<file path="src/rtl/vaq_pkg.sv">
package vaq_pkg;
  // strobes from control to datapath, one cycle's worth of work
  typedef struct packed {
    logic doUpd;     // append updPtr to the addressed arc
    logic doDisp;    // consume the head node's two operands
    logic pushDisp;  // re-enqueue the dispatched node
    logic pushUpd;   // enqueue the node that became enabled by the update
  } vaqStrobe_t;
endpackage

</file>
<file path="src/rtl/vaq_ctrl.sv">
module vaq_ctrl
  import vaq_pkg::*;
#(
  parameter int NODES    = 8,
  parameter int LINKS    = 16,
  parameter int RQ_DEPTH = 4,
  localparam int NODE_W  = $clog2(NODES),
  localparam int RQ_CW   = $clog2(RQ_DEPTH) + 1,
  localparam int FREE_W  = $clog2(LINKS) + 1
) (
  input  logic               updValid,
  input  logic [NODE_W-1:0]  updNode,
  input  logic               updPort,
  input  logic               rdyPop,
  input  logic [2*NODES-1:0] presVec,
  input  logic [2*NODES-1:0] singleVec,
  input  logic [NODE_W-1:0]  headNode,
  input  logic [RQ_CW-1:0]   rqCnt,
  input  logic [FREE_W-1:0]  freeCnt,
  output logic               updReady,
  output vaqStrobe_t         strobe
);
  logic hitHead;
  logic keepA;
  logic keepB;

  always_comb begin
    updReady      = (freeCnt != '0) && (rqCnt != RQ_CW'(RQ_DEPTH));
    strobe.doUpd  = updValid && updReady;
    strobe.doDisp = rdyPop && (rqCnt != '0);
    // update lands on the node being dispatched this cycle
    hitHead = strobe.doDisp && strobe.doUpd && (updNode == headNode);
    // each arc of the dispatched node still holds a pointer after pop+append
    keepA = !singleVec[{headNode, 1'b0}] || (hitHead && !updPort);
    keepB = !singleVec[{headNode, 1'b1}] || (hitHead && updPort);
    strobe.pushDisp = strobe.doDisp && keepA && keepB;
    // plain enable: this arc was empty, the other arc already present
    strobe.pushUpd = strobe.doUpd && !hitHead
                   && !presVec[{updNode, updPort}]
                   && presVec[{updNode, !updPort}];
  end
endmodule

</file>
<file path="src/rtl/vaq_dpath.sv">
module vaq_dpath
  import vaq_pkg::*;
#(
  parameter int NODES    = 8,
  parameter int PTR_W    = 8,
  parameter int LINKS    = 16,
  parameter int RQ_DEPTH = 4,
  localparam int NODE_W  = $clog2(NODES),
  localparam int OPS     = 2 * NODES,
  localparam int LINK_W  = $clog2(LINKS),
  localparam int FREE_W  = LINK_W + 1,
  localparam int RQ_W    = $clog2(RQ_DEPTH),
  localparam int RQ_CW   = RQ_W + 1
) (
  input  logic              clk,
  input  logic              rstN,
  input  vaqStrobe_t        strobe,
  input  logic [NODE_W-1:0] updNode,
  input  logic              updPort,
  input  logic [PTR_W-1:0]  updPtr,
  output logic [OPS-1:0]    presVec,
  output logic [OPS-1:0]    singleVec,
  output logic [NODE_W-1:0] headNode,
  output logic [RQ_CW-1:0]  rqCnt,
  output logic [FREE_W-1:0] freeCnt,
  output logic [PTR_W-1:0]  headOpA,
  output logic [PTR_W-1:0]  headOpB
);
  // operand table: presence plus first/last link index per arc
  logic [OPS-1:0]    opPres;
  logic [LINK_W-1:0] opHead [OPS];
  logic [LINK_W-1:0] opTail [OPS];
  // link table holding the queued pointers and their chain
  logic [PTR_W-1:0]  linkVal [LINKS];
  logic [LINK_W-1:0] linkNxt [LINKS];
  // free-slot stack
  logic [LINK_W-1:0] freeStk [LINKS];
  // ready queue of node addresses (RQ_DEPTH a power of two, at least 2)
  logic [NODE_W-1:0] rq [RQ_DEPTH];
  logic [RQ_W-1:0]   rqRd;
  logic [RQ_W-1:0]   rqWr;

  logic [NODE_W:0]   dIdxA, dIdxB, uIdx;
  logic [LINK_W-1:0] freedA, freedB, allocIdx;
  logic [FREE_W-1:0] spAfter;
  logic              emptiesU;

  assign presVec  = opPres;
  assign headNode = rq[rqRd];

  for (genvar i = 0; i < OPS; i++) begin : g_single
    assign singleVec[i] = (opHead[i] == opTail[i]);
  end

  always_comb begin
    dIdxA    = {headNode, 1'b0};
    dIdxB    = {headNode, 1'b1};
    uIdx     = {updNode, updPort};
    freedA   = opHead[dIdxA];
    freedB   = opHead[dIdxB];
    allocIdx = freeStk[LINK_W'(freeCnt - FREE_W'(1))];
    spAfter  = freeCnt - FREE_W'(strobe.doUpd);
    // same-arc pop drains the arc, so the append restarts it
    emptiesU = strobe.doDisp && (updNode == headNode) && singleVec[uIdx];
    headOpA  = linkVal[freedA];
    headOpB  = linkVal[freedB];
  end

  always_ff @(posedge clk or negedge rstN) begin
    if (!rstN) begin
      opPres  <= '0;
      freeCnt <= FREE_W'(LINKS);
      rqRd    <= '0;
      rqWr    <= '0;
      rqCnt   <= '0;
      for (int i = 0; i < OPS; i++) begin
        opHead[i] <= '0;
        opTail[i] <= '0;
      end
      for (int i = 0; i < LINKS; i++) freeStk[i] <= LINK_W'(i);
      for (int i = 0; i < RQ_DEPTH; i++) rq[i] <= '0;
    end else begin
      if (strobe.doDisp) begin
        if (singleVec[dIdxA]) opPres[dIdxA] <= 1'b0;
        else                  opHead[dIdxA] <= linkNxt[freedA];
        if (singleVec[dIdxB]) opPres[dIdxB] <= 1'b0;
        else                  opHead[dIdxB] <= linkNxt[freedB];
        freeStk[LINK_W'(spAfter)]               <= freedA;
        freeStk[LINK_W'(spAfter + FREE_W'(1))]  <= freedB;
        rqRd <= rqRd + RQ_W'(1);
      end
      if (strobe.doUpd) begin
        if (!opPres[uIdx] || emptiesU) begin
          opPres[uIdx] <= 1'b1;
          opHead[uIdx] <= allocIdx;
        end
        opTail[uIdx] <= allocIdx;
      end
      if (strobe.pushDisp) rq[rqWr] <= headNode;
      if (strobe.pushUpd)  rq[rqWr + RQ_W'(strobe.pushDisp)] <= updNode;
      rqWr    <= rqWr + RQ_W'(strobe.pushDisp) + RQ_W'(strobe.pushUpd);
      rqCnt   <= rqCnt + RQ_CW'(strobe.pushDisp) + RQ_CW'(strobe.pushUpd)
               - RQ_CW'(strobe.doDisp);
      freeCnt <= spAfter + (strobe.doDisp ? FREE_W'(2) : FREE_W'(0));
    end
  end

  always_ff @(posedge clk) begin
    if (strobe.doUpd) begin
      linkVal[allocIdx] <= updPtr;
      if (opPres[uIdx] && !emptiesU) linkNxt[opTail[uIdx]] <= allocIdx;
    end
  end

  AST_RQ_NO_OVERFLOW: assert property (@(posedge clk) disable iff (!rstN)
    rqCnt <= RQ_CW'(RQ_DEPTH));
  AST_FREE_BOUND: assert property (@(posedge clk) disable iff (!rstN)
    freeCnt <= FREE_W'(LINKS));
  AST_DISP_BOTH_PRESENT: assert property (@(posedge clk) disable iff (!rstN)
    strobe.doDisp |-> (opPres[dIdxA] && opPres[dIdxB]));
  AST_UPD_MARKS_PRESENT: assert property (@(posedge clk) disable iff (!rstN)
    strobe.doUpd |=> opPres[$past(uIdx)]);
  AST_TAIL_IS_NEW: assert property (@(posedge clk) disable iff (!rstN)
    strobe.doUpd |=> (opTail[$past(uIdx)] == $past(allocIdx)));
  AST_EMPTY_NO_POP: assert property (@(posedge clk) disable iff (!rstN)
    (rqCnt == '0) |=> (rqCnt <= RQ_CW'(2)));
endmodule

</file>
<file path="src/rtl/vec_arc_queue.sv">
module vec_arc_queue
  import vaq_pkg::*;
#(
  parameter int NODES    = 8,
  parameter int PTR_W    = 8,
  parameter int LINKS    = 16,
  parameter int RQ_DEPTH = 4,
  localparam int NODE_W  = $clog2(NODES),
  localparam int OPS     = 2 * NODES,
  localparam int RQ_CW   = $clog2(RQ_DEPTH) + 1,
  localparam int FREE_W  = $clog2(LINKS) + 1
) (
  input  logic              clk,
  input  logic              rstN,
  input  logic              updValid,
  output logic              updReady,
  input  logic [NODE_W-1:0] updNode,
  input  logic              updPort,
  input  logic [PTR_W-1:0]  updPtr,
  output logic              rdyValid,
  output logic [NODE_W-1:0] rdyNode,
  output logic [PTR_W-1:0]  rdyOpA,
  output logic [PTR_W-1:0]  rdyOpB,
  input  logic              rdyPop
);
  vaqStrobe_t        strobe;
  logic [OPS-1:0]    presVec;
  logic [OPS-1:0]    singleVec;
  logic [RQ_CW-1:0]  rqCnt;
  logic [FREE_W-1:0] freeCnt;

  vaq_ctrl #(.NODES(NODES), .LINKS(LINKS), .RQ_DEPTH(RQ_DEPTH)) u_ctrl (
    .updValid (updValid),
    .updNode  (updNode),
    .updPort  (updPort),
    .rdyPop   (rdyPop),
    .presVec  (presVec),
    .singleVec(singleVec),
    .headNode (rdyNode),
    .rqCnt    (rqCnt),
    .freeCnt  (freeCnt),
    .updReady (updReady),
    .strobe   (strobe)
  );

  vaq_dpath #(.NODES(NODES), .PTR_W(PTR_W), .LINKS(LINKS), .RQ_DEPTH(RQ_DEPTH)) u_dpath (
    .clk      (clk),
    .rstN     (rstN),
    .strobe   (strobe),
    .updNode  (updNode),
    .updPort  (updPort),
    .updPtr   (updPtr),
    .presVec  (presVec),
    .singleVec(singleVec),
    .headNode (rdyNode),
    .rqCnt    (rqCnt),
    .freeCnt  (freeCnt),
    .headOpA  (rdyOpA),
    .headOpB  (rdyOpB)
  );

  assign rdyValid = (rqCnt != '0);
endmodule

</file>
<file path="config.mk">
export PLATFORM = sky130hd
export DESIGN_NAME = vec_arc_queue
export DESIGN_NICKNAME = d
export VERILOG_FILES = /design/src/rtl/vaq_pkg.sv /design/src/rtl/vaq_ctrl.sv /design/src/rtl/vaq_dpath.sv /design/src/rtl/vec_arc_queue.sv
export SDC_FILE = /design/constraint.sdc
export NUM_CORES = 1
export LEC_CHECK = 0
export BUFFER_PORTS_ARGS = -buffer_cell sky130_fd_sc_hd__buf_2
export CAP_MARGIN = 40
export CORE_ASPECT_RATIO = 0.7
export CORE_MARGIN = 5
export CORE_UTILIZATION = 30
export DETAILED_ROUTE_END_ITERATION = 16
export SETUP_SLACK_MARGIN = 0.4
export SYNTH_ARGS = -nofsm -noshare
export SYNTH_HDL_FRONTEND = slang
export SYNTH_SLANG_ARGS = --single-unit
</file>
<file path="constraint.sdc">
create_clock -name clk -period 6.6 [get_ports clk]
set_clock_uncertainty 0.2 [all_clocks]
set_input_delay 0 -clock clk [delete_from_list [all_inputs] [get_ports clk]]
set_output_delay 0 -clock clk [all_outputs]
set_load 0.005 [all_outputs]
</file>
* Word-level counts from Yosys, hierarchy flattened *
Memories as Yosys holds them, arrays and structs flattened.
Cells that the tools add are included.

storage, ports and cells
  register bits = 232
  bits in writable memories = 192
  bits of input ports = 16
  output and inout port bits = 21
  memories = 2

memory list
  name             words  bits a word  read ports  clocked after Yosys merged registers in  write ports  RTL line         RTL
  u_dpath.linkVal  16     8            2           0                                        1            vaq_dpath.sv:34  logic [PTR_W-1:0] linkVal [LINKS];
  u_dpath.linkNxt  16     4            2           0                                        1            vaq_dpath.sv:35  logic [LINK_W-1:0] linkNxt [LINKS];

operators by class
  add/subtract/negate cells = 10
  $lt $le $gt $ge = 23
  equality and inequality tests = 18
  muxes and demuxes = 73
  bitwise operators = 14
  reductions and logical operators = 36

operators by type and width
  operator            count
  $bwmux 64           6
  $mux 64             6
  $mux 16             6
  $demux 4 s4         5
  $bmux 4 s4          4
  $eq 4x4->1          16
  $mux 4              13
  $and 16x16->16      2
  $ge 5x5->1 const B  6
  $not 4->5           6
  $logic_and 1x1->1   25
  $lt 5x1->1 const B  5
  $bwmux 12           2
  $mux 12             2
  $lt 4x5->1 const B  4
  $not 15->16         1
  $not 16->16         1
  $or 16x16->16       1
  $mux 1              13
  $bmux 1 s4          3
  $demux 3 s2         2
  $ge 4x1->1 const B  3
  $mux 3              4
  $ge 3x3->1 const B  3
  21 further kinds    35

* Logic depth before layout (Yosys ltp) *
Gate-level depths: netlist of run 1.

  depth after elaboration = 18
  depth in mapped cells = 20
  depth with buffers taken out = 16

* Modules after synthesis *
From an unflattened synthesis of run 1, not the netlist that was laid out.

second synthesis, totals
  cells, all modules = 1,953
  area total of the unflattened synthesis = 23,832.9 µm²

by module, submodules not included
  module         times used  cells an instance  area an instance (µm²)  sequential area each (µm²)
  vaq_dpath      1           1,900              23,379.9                11,612.4
  vaq_ctrl       1           52                 446.7                   0.0
  vec_arc_queue  1           1                  6.3                     0.0

* Worst setup path before layout of run 1 *
No wires, ideal clock.

  path type = register to register
  from = register u_dpath.freeCnt[0]
  to = memory u_dpath.linkVal[0][0] (enable)
  library setup time = 0.383 ns
  arrival time = 4.418 ns
  required time = 6.017 ns
  path slack = 1.599 ns
  cell stages (with the launch flop) = 13
  clock period less this slack = 5.001 ns
  path through = dfrtp_1 clkbuf_1 clkbuf_1 inv_1 ha_1 clkbuf_1 clkbuf_1 mux4_2 mux2_2 o21ai_1 inv_1 buf_1 nor3_1

on the way
  cells in the longest elaborated chain, start to end = 5
  elaborated cells between the ends (all ways) = 10
  those cells by class = add/sub (1); mux (5); bitwise (1); reduce/logical (3)

RTL lines
  item                                       RTL line          RTL
  from (decl)                                vaq_dpath.sv:25   output logic [FREE_W-1:0] freeCnt,
  from (signal assigned)                     vaq_dpath.sv:72   freeCnt <= FREE_W'(LINKS);
  from (signal assigned)                     vaq_dpath.sv:104  freeCnt <= spAfter + (strobe.doDisp ? FREE_W'(2) : FREE_W'(0));
  $sub 4x1->4                                vaq_dpath.sv:61   allocIdx = freeStk[LINK_W'(freeCnt - FREE_W'(1))];
  $not 4->5 (implied by the code)            vaq_dpath.sv:61
  $bmux 4 s4                                 vaq_dpath.sv:61
  $mux 4 (implied by the code) (2 in a row)  vaq_dpath.sv:61
  via u_dpath.allocIdx[1]                    vaq_dpath.sv:44   logic [LINK_W-1:0] freedA, freedB, allocIdx;
  to (decl)                                  vaq_dpath.sv:34

The timed path passes the listed nets, and every way through them passes these cells. The select of a mux whose other input is x is not followed.

* Worst setup path in the final report of run 1 *
  from = register u_dpath.rqRd[1]
  to = output port rdyOpA[0]

on the way
  cells in the longest elaborated chain, start to end = 9

RTL lines
  item                                       RTL line             RTL
  from (decl)                                vaq_dpath.sv:40      logic [RQ_W-1:0] rqRd;
  from (signal assigned)                     vaq_dpath.sv:90      rqRd <= rqRd + RQ_W'(1);
  $not 2->3 (implied by the code)            vaq_dpath.sv:49      assign headNode = rq[rqRd];
  $bmux 3 s2                                 vaq_dpath.sv:49
  $mux 3 (implied by the code) (2 in a row)  vaq_dpath.sv:49
  $not 4->5 (implied by the code)            vaq_dpath.sv:59      freedA = opHead[dIdxA];
  $bmux 4 s4                                 vaq_dpath.sv:59
  $mux 4 (implied by the code) (2 in a row)  vaq_dpath.sv:59
  $mem_v2 16x8                               --
  to (decl)                                  vec_arc_queue.sv:22  output logic [PTR_W-1:0] rdyOpA,

No other way between the ends. The select of a mux whose other input is x is not followed.

==> metrics.md, run 1 <==
| Metric | Value |
|---|---|
| Clock-pin slew on the worst setup and hold paths | 0.06 ns |
| CP Data Arrival Time | 5.33 ns |
| Fin crit share | 83.8% |
| Via count | 18,000 |
| Gr ovfl total | 0 |
| First-pass iteration count of the detailed router | 6 |
| CTS buffer count | 45 |
| Max Freq | 0.181 GHz |
| Yosys reg bits | 424 |
| Total negative slack | 0 ns |
| Most common cell after layout, fill and taps aside | nand2_1 |
| Total Nets Final | 2,156 |
| Final hold vios | 0 |
| Synth warnings | 0 |
| CTS max path bufs | 3 |
| Netlist area before placement | 23,200 µm² |
| Min Tclk post-route | 5.53 ns |
| Multi-input gate area | 10,800 µm² |
| Die ar. | 82,900 µm² |
| Htree depth | 2 |
| Syn_nets | 2,149 |
| Worst Tran Pin Value | 1.11 ns |
| Routability Congestion | 0.960 |
| # IOs | 37 |
| Initial Utilization | 30.2% |
| Setup bufs post-CTS | 0 |
| Die height | 242 µm |
| DRC | 0 |
| Latest clock arrival within the worst-skew pair | 0.61 ns |
| Vias per cell | 5.61 |
| Port Buffer Count | 36 |
| Fillers | 7,460 |
| Main flop type after synthesis | dfrtp_1 |
| Max cap viols | 0 |
| Mean Syn Cell Area | 10.9 µm² |
| Status | completed |
| GR Util All Layers | 17.7% |
| Critical-path maximum fanout | 34 |
| Sequential element share of the synthesized area | 50.1% |
| Core area | 76,700 µm² |
| Post-Synth Adder-Cell Area | 0.659% |
| CTS root buf | clkbuf_16 |
| Routed len/inst | 23.5 µm |
| Final ANT Viol Nets | 0 |
| Relative slew slack | 26.2% |
| Row Count | 85 |
| Sink Count | 424 |
| Largest net degree at the start of global routing | 143 |
| DR iter-0 viols | 2,035 |
| Min-Delay Path Class | in2reg |
| Die width | 342 µm |
| First-pass GRT wire length | 113,000 µm |
| Post-synth EDFFs | 192 |
| Vias in the first global route | 17,400 |
| Fraction of layout cells with a size suffix above 1 | 17.5% |
| Xor and xnor fraction of the mapped netlist area | 3.03% |
| Post-synth ARST share | 54.7% |
| CTS tree | built |
| Final WL | 75,500 µm |
| Area grow syn2layout | 13.9% |
| Compound-gate portion of the synthesized area | 13.3% |
| Register area | 11,600 µm² |
| Setup-failing EPs final | 0 |
| Worst EP required | 6.40 ns |
| Multiplexer share of the synthesized area | 16.0% |
| CP Capture Type | primary output |
| Largest family of logic cells by synthesized area | multiplexers |
| Synth unique cells | 67 |
| PostCTS Resize Cnt | 0 |
| Slew Viols, Final | 0 |
| Most frequent cells in the layout | nand2_1 (297), dfrtp_1 (199), edfxtp_1 (192), mux2i_1 (141), o21ai_0 (126) |
| HPWL after DPL | 51,200 µm |
| Startpoint types | flop |
| Simple-Gate Fraction of Synth Area | 13.4% |
| Post-CTS Hold Fix Bufs | 15 |
| Gate Count Post-Synth | 2,122 |
| Setup CP Type | reg2out |
| Initial antenna violation count | 1 |
| RSZ-0062 raised after global routing | no |
## through the flow
stage          cells  instance area, µm²  worst slack [ns]  hold slack (ns)  utilization [%]
6_report        3211               26400              1.07            0.120             34.4
4_1_cts         3210               26400              1.12           0.0944             34.4
5_1_grt         3210               26400             0.801            0.120             34.4
3_3_place_gp    3096               24300              1.23           -0.140             31.7
3_5_place_dp    3111               24500              1.20           -0.133             31.9
2_1_floorplan   2122               23200              1.60           -0.496                -
## area by class of cell
cell class | count | area share [%]
inverter | 30 | 0.427
clock inverter | 33 | 2.05
multi-input combinational | 1525 | 40.9
timing repair buffer | 103 | 3.08
antenna | 1 | 0.00949
clock buffer | 51 | 4.51
sequential | 424 | 44.0
tap | 1044 | 4.95
## Yosys cell counts, types with 54 or more instances
cell | count | share of area (%)
mux2_2 | 87 | 4.2
nand2_1 | 299 | 4.8
nand3_1 | 79 | 1.7
mux4_2 | 54 | 5.3
xnor2_1 | 63 | 2.4
clkbuf_1 | 83 | 1.3
mux2i_1 | 142 | 6.1
nor2_1 | 118 | 1.9
o21ai_0 | 126 | 2.7
edfxtp_1 | 192 | 25
dfrtp_1 | 199 | 22
o22ai_1 | 72 | 1.9
## per-layer routing
layer | global-route usage [%] | vias to the layer above | part of all wire, %
met4 | 4.85 | 2 | 2.7
met1 | 25.8 | 9054 | 45
met3 | 4.98 | 155 | 10
li1 | - | 7908 | -
met5 | 0 | - | 0.072
met2 | 25.6 | 882 | 42
## cell families (layout without fill, tap and decap cells)
group / count (synthesis) / count (layout)
AOI/OAI and AO/OA: 468 / 468
DFF: 424 / 424
xor gates and xnor gates: 80 / 80
adders and majority gates: 11 / 11
buffers and inverters: 173 / 217
other: 0 / 1
muxes: 288 / 288
and+or+nand+nor: 678 / 678
## flip-flops by register name (all words and copies together) (netlist names)
name,cells
u_dpath.opHead,64
u_dpath.rq,12
u_dpath.presVec,16
u_dpath.linkVal,128
u_dpath.freeStk,64
u_dpath.linkNxt,64
u_dpath.rqCnt,3
u_dpath.rqRd,2
u_dpath.opTail,64
u_dpath.rqWr,2
u_dpath.freeCnt,5
## critical path, stage by stage (launching register included)
cell      delay [ns]
dfrtp_1         0.63
mux2_4          0.37
mux2i_4         0.41
inv_2           0.41
buf_4           0.35
mux2_1          0.33
a221o_1         0.35
a22oi_4         0.57
buf_4           0.52
o211ai_1        0.21
a31oi_1         0.34
buf_2           0.18
## path summary, 6_finish.rpt
check	from	to	slack, ns	cells after the start
min in group asynchronous	rstN	u_dpath.opTail[62]	0.34	4
max in group asynchronous	rstN	u_dpath.opHead[7]	5.07	4
hold reg to reg	u_dpath.freeStk[2]	u_dpath.freeStk[2]	0.28	2
setup / recovery	u_dpath.rqRd[1]	rdyOpA[0]	1.07	11
setup reg to reg	u_dpath.rqRd[1]	u_dpath.opHead[9]	1.09	12
hold / removal	updPtr[5]	u_dpath.linkVal[2][5]	0.12	2
Power of run 1 is not shown: default switching activity piles up to over one toggle a cycle in this logic, so the estimate is an artifact.
==> run 2: changes to the inputs <==
- ABC_AREA: not set -> 1
- clock period: 6.6 -> 5.3 ns (I/O delays scaled with it)
==> run 2 against run 1 <==
Setup slack got worse by 0.46 ns. Cell count increased by 31%. First-iteration DRC count increased by 55%. Sequential cell count unchanged. Count of clock-buffer cells in the layout increased by 6. Critical endpoint is now rdyOpA[3]. Largest cell class unchanged.
==> metrics.md, run 2 <==
| Metric | Value |
|---|---|
| Fraction of layout cells with a size suffix above 1 | 9.50% |
| CTS tree | built |
| Relative slew slack | 35.6% |
| DR iter-0 viols | 3,151 |
| Mean Syn Cell Area | 7.87 µm² |
| CTS buffer count | 46 |
| Most frequent cells in the layout | nand2_1 (737), inv_1 (326), nand3_1 (275), nor2_1 (271), a21oi_1 (230) |
| Synth top cells by count | nand2_1 (743), inv_1 (326), nand3_1 (275) |
| Worst Tran Pin Value | 0.967 ns |
| Most common cell after layout, fill and taps aside | nand2_1 |
| Latest clock arrival within the worst-skew pair | 0.60 ns |
| Total negative slack | 0 ns |
| Most frequent CP cell | nand2_1 |
| Final ANT Viol Nets | 0 |
| Row Count | 87 |
| Routed len/inst | 20.6 µm |
| Post-synth ARST share | 54.7% |
| R2R Setup Slk | 0.63 ns |
| CTS root buf | clkbuf_16 |
| # IOs | 37 |
| Core area | 80,400 µm² |
| First-pass iteration count of the detailed router | 6 |
| Initial antenna violation count | 0 |
| Critical-path maximum fanout | 39 |
| CTS max path bufs | 3 |
| Synth unique cells | 50 |
| Multi-input gate area | 10,700 µm² |
| Gate Count Post-Synth | 3,090 |
| RSZ-0062 raised after global routing | yes |
| Hold Path Stages | 5 |
| Final WL | 86,500 µm |
| Final hold vios | 0 |
| Fin crit share | 88.5% |
| R2R cell count | 16 |
| Port Buffer Count | 36 |
| Gr ovfl total | 0 |
| Sequential element share of the synthesized area | 47.7% |
| CP Data Arrival Time | 4.49 ns |
| Routability Congestion | 0.962 |
| Vias per cell | 5.33 |
| CP peak stage delay | 0.55 ns |
| Startpoint types | flop |
| RR Startpoint | u_dpath.rqRd[0] |
| Main flop type after synthesis | dfrtp_1 |
| First-pass GRT wire length | 129,000 µm |
| Clock-pin slew on the worst setup and hold paths | 0.06 ns |
| Hold Crit Start | updValid |
| Area leader, netlist | edfxtp_1 |
| DRC | 0 |
| Vias in the first global route | 20,800 |
| Synth warnings | 0 |
| CP Capture Type | primary output |
| Total Nets Final | 3,127 |
| Antenna Cells | 0 |
| Yosys reg bits | 424 |
| Die width | 350 µm |
| Setup bufs post-CTS | 0 |
| Initial Utilization | 30.2% |
| Sink Count | 424 |
| Setup-failing EPs final | 0 |
| Die ar. | 87,000 µm² |
| Htree depth | 2 |
| Synth top area share | 23.7% |
| Max cap viols | 0 |
| Largest net degree at the start of global routing | 109 |
| Via count | 22,400 |
| CP Cell Sequence | inv_4 > nand2_2 > nand3_4 > nand2_8 > inv_1 > nand2_1 > a21oi_1 > o21ai_1 > nand2_1 > inv_2 > buf_4 > nand3_1 > o21ai_1 > nand2_1 > nand2_1 > buf_2 |
| Worst Hold End | u_dpath.freeCnt[0] |
| Status | completed |
| Max Freq | 0.213 GHz |
| Min Tclk post-route | 4.69 ns |
| Area grow syn2layout | 13.2% |
| Count leader, synth | nand2_1 |
| Die height | 248 µm |
| Top reg by flops | u_dpath.linkVal |
| Min-Delay Path Class | in2reg |
| Max reg flops | 128 |
| HPWL after DPL | 56,200 µm |
| Reg-to-Reg End | u_dpath.rqCnt[1] |
| Slew Viols, Final | 0 |
| Setup CP Type | reg2out |
| Netlist area before placement | 24,300 µm² |
| Area contributors post-synth | edfxtp_1 (24%), dfrtp_1 (20%), nand2_1 (11%) |
| Worst EP required | 5.10 ns |
| Fillers | 8,232 |
| Syn_nets | 3,117 |
| Slowest cell on the critical path | dfrtp_1 |
| Register area | 11,600 µm² |
| GR Util All Layers | 19.4% |
| Post-synth EDFFs | 192 |
==> run 2: changes by cell type after synthesis, sizes merged, moves of 50 or more <==
cell	before	now
mux2i	144	0
buf	60	110
mux2	90	6
mux4	54	0
nand2	299	760
inv	29	336
o21ai	170	262
nor2	119	280
a21oi	41	230
nand3	79	293
==> run 2: worst max-delay path by stage <==
stage	start	end	slack [ns]	depth (start not counted)
finish	u_dpath.rqRd[0]	rdyOpA[3]	0.61	16
global route	u_dpath.rqRd[0]	u_dpath.rqCnt[1]	0.39	16
CTS	u_dpath.rqRd[0]	rdyOpA[3]	0.50	16
detailed placement	u_dpath.rqRd[0]	u_dpath.rqCnt[1]	0.64	16
global placement	u_dpath.rqRd[0]	u_dpath.rqCnt[1]	0.70	16
floorplan	u_dpath.freeCnt[0]	u_dpath.linkVal[0][0]	1.17	15
==> run 2: cells by family after synthesis <==
family | synth area share, %
simple gates | 24.8
compound gates | 15.4
buf+inv | 8.77
flops | 47.7
xor+xnor | 2.44
fa+ha+maj | 0.627
mux | 0.278
==> run 2: timing repair <==
item | CTS | global route
hold buffers | 16 | 0
gates resized for setup | 0 | 1
setup endpoints to repair | 0 | 20
endpoints found under the hold margin | 292 | 0
==> run 2: worst max-delay path: cells and delay by family (launching register included) <==
family	cells	cell delay, ns
buffers and inverters	5	1.44
AND/OR/NAND/NOR	8	1.43
flip-flops	1	0.55
AO/OA/AOI/OAI	3	0.45
==> run 2: area by class of cell <==
cell class | instances | area share, %
Timing Repair Buffer | 126 | 3.53
Sequential cell | 424 | 42.2
Clock inverter | 28 | 1.35
Inverter | 341 | 4.66
Multi-Input combinational cell | 2161 | 38.8
Clock buffer | 57 | 4.67
Tap cell | 1068 | 4.85
==> run 2: through the flow <==
step	std cells	area (µm²)	hold slack, ns	utilization (%)	setup WS [ns]
after floorplan	3090	24300	-0.496	-	1.17
after CTS	4203	27500	0.0441	34.2	0.498
after detailed placement	4102	25700	0.0101	31.9	0.644
after global placement	4094	25600	0.00395	31.8	0.705
final	4205	27500	0.0759	34.2	0.610
after global routing	4205	27500	0.130	34.2	0.385
==> run 2: per-layer routing <==
layer / share of wire [%] / global-route usage, % / wire, µm / up-vias
met4: 2.6 / 5.63 / 2210 / 0
met2: 40 / 27.1 / 34500 / 1273
met1: 45 / 28.9 / 39300 / 10600
met3: 12 / 5.45 / 10400 / 155
li1: - / - / - / 10400
met5: 0 / 0 / 0 / -
Power of run 2 is left out for the same reason.
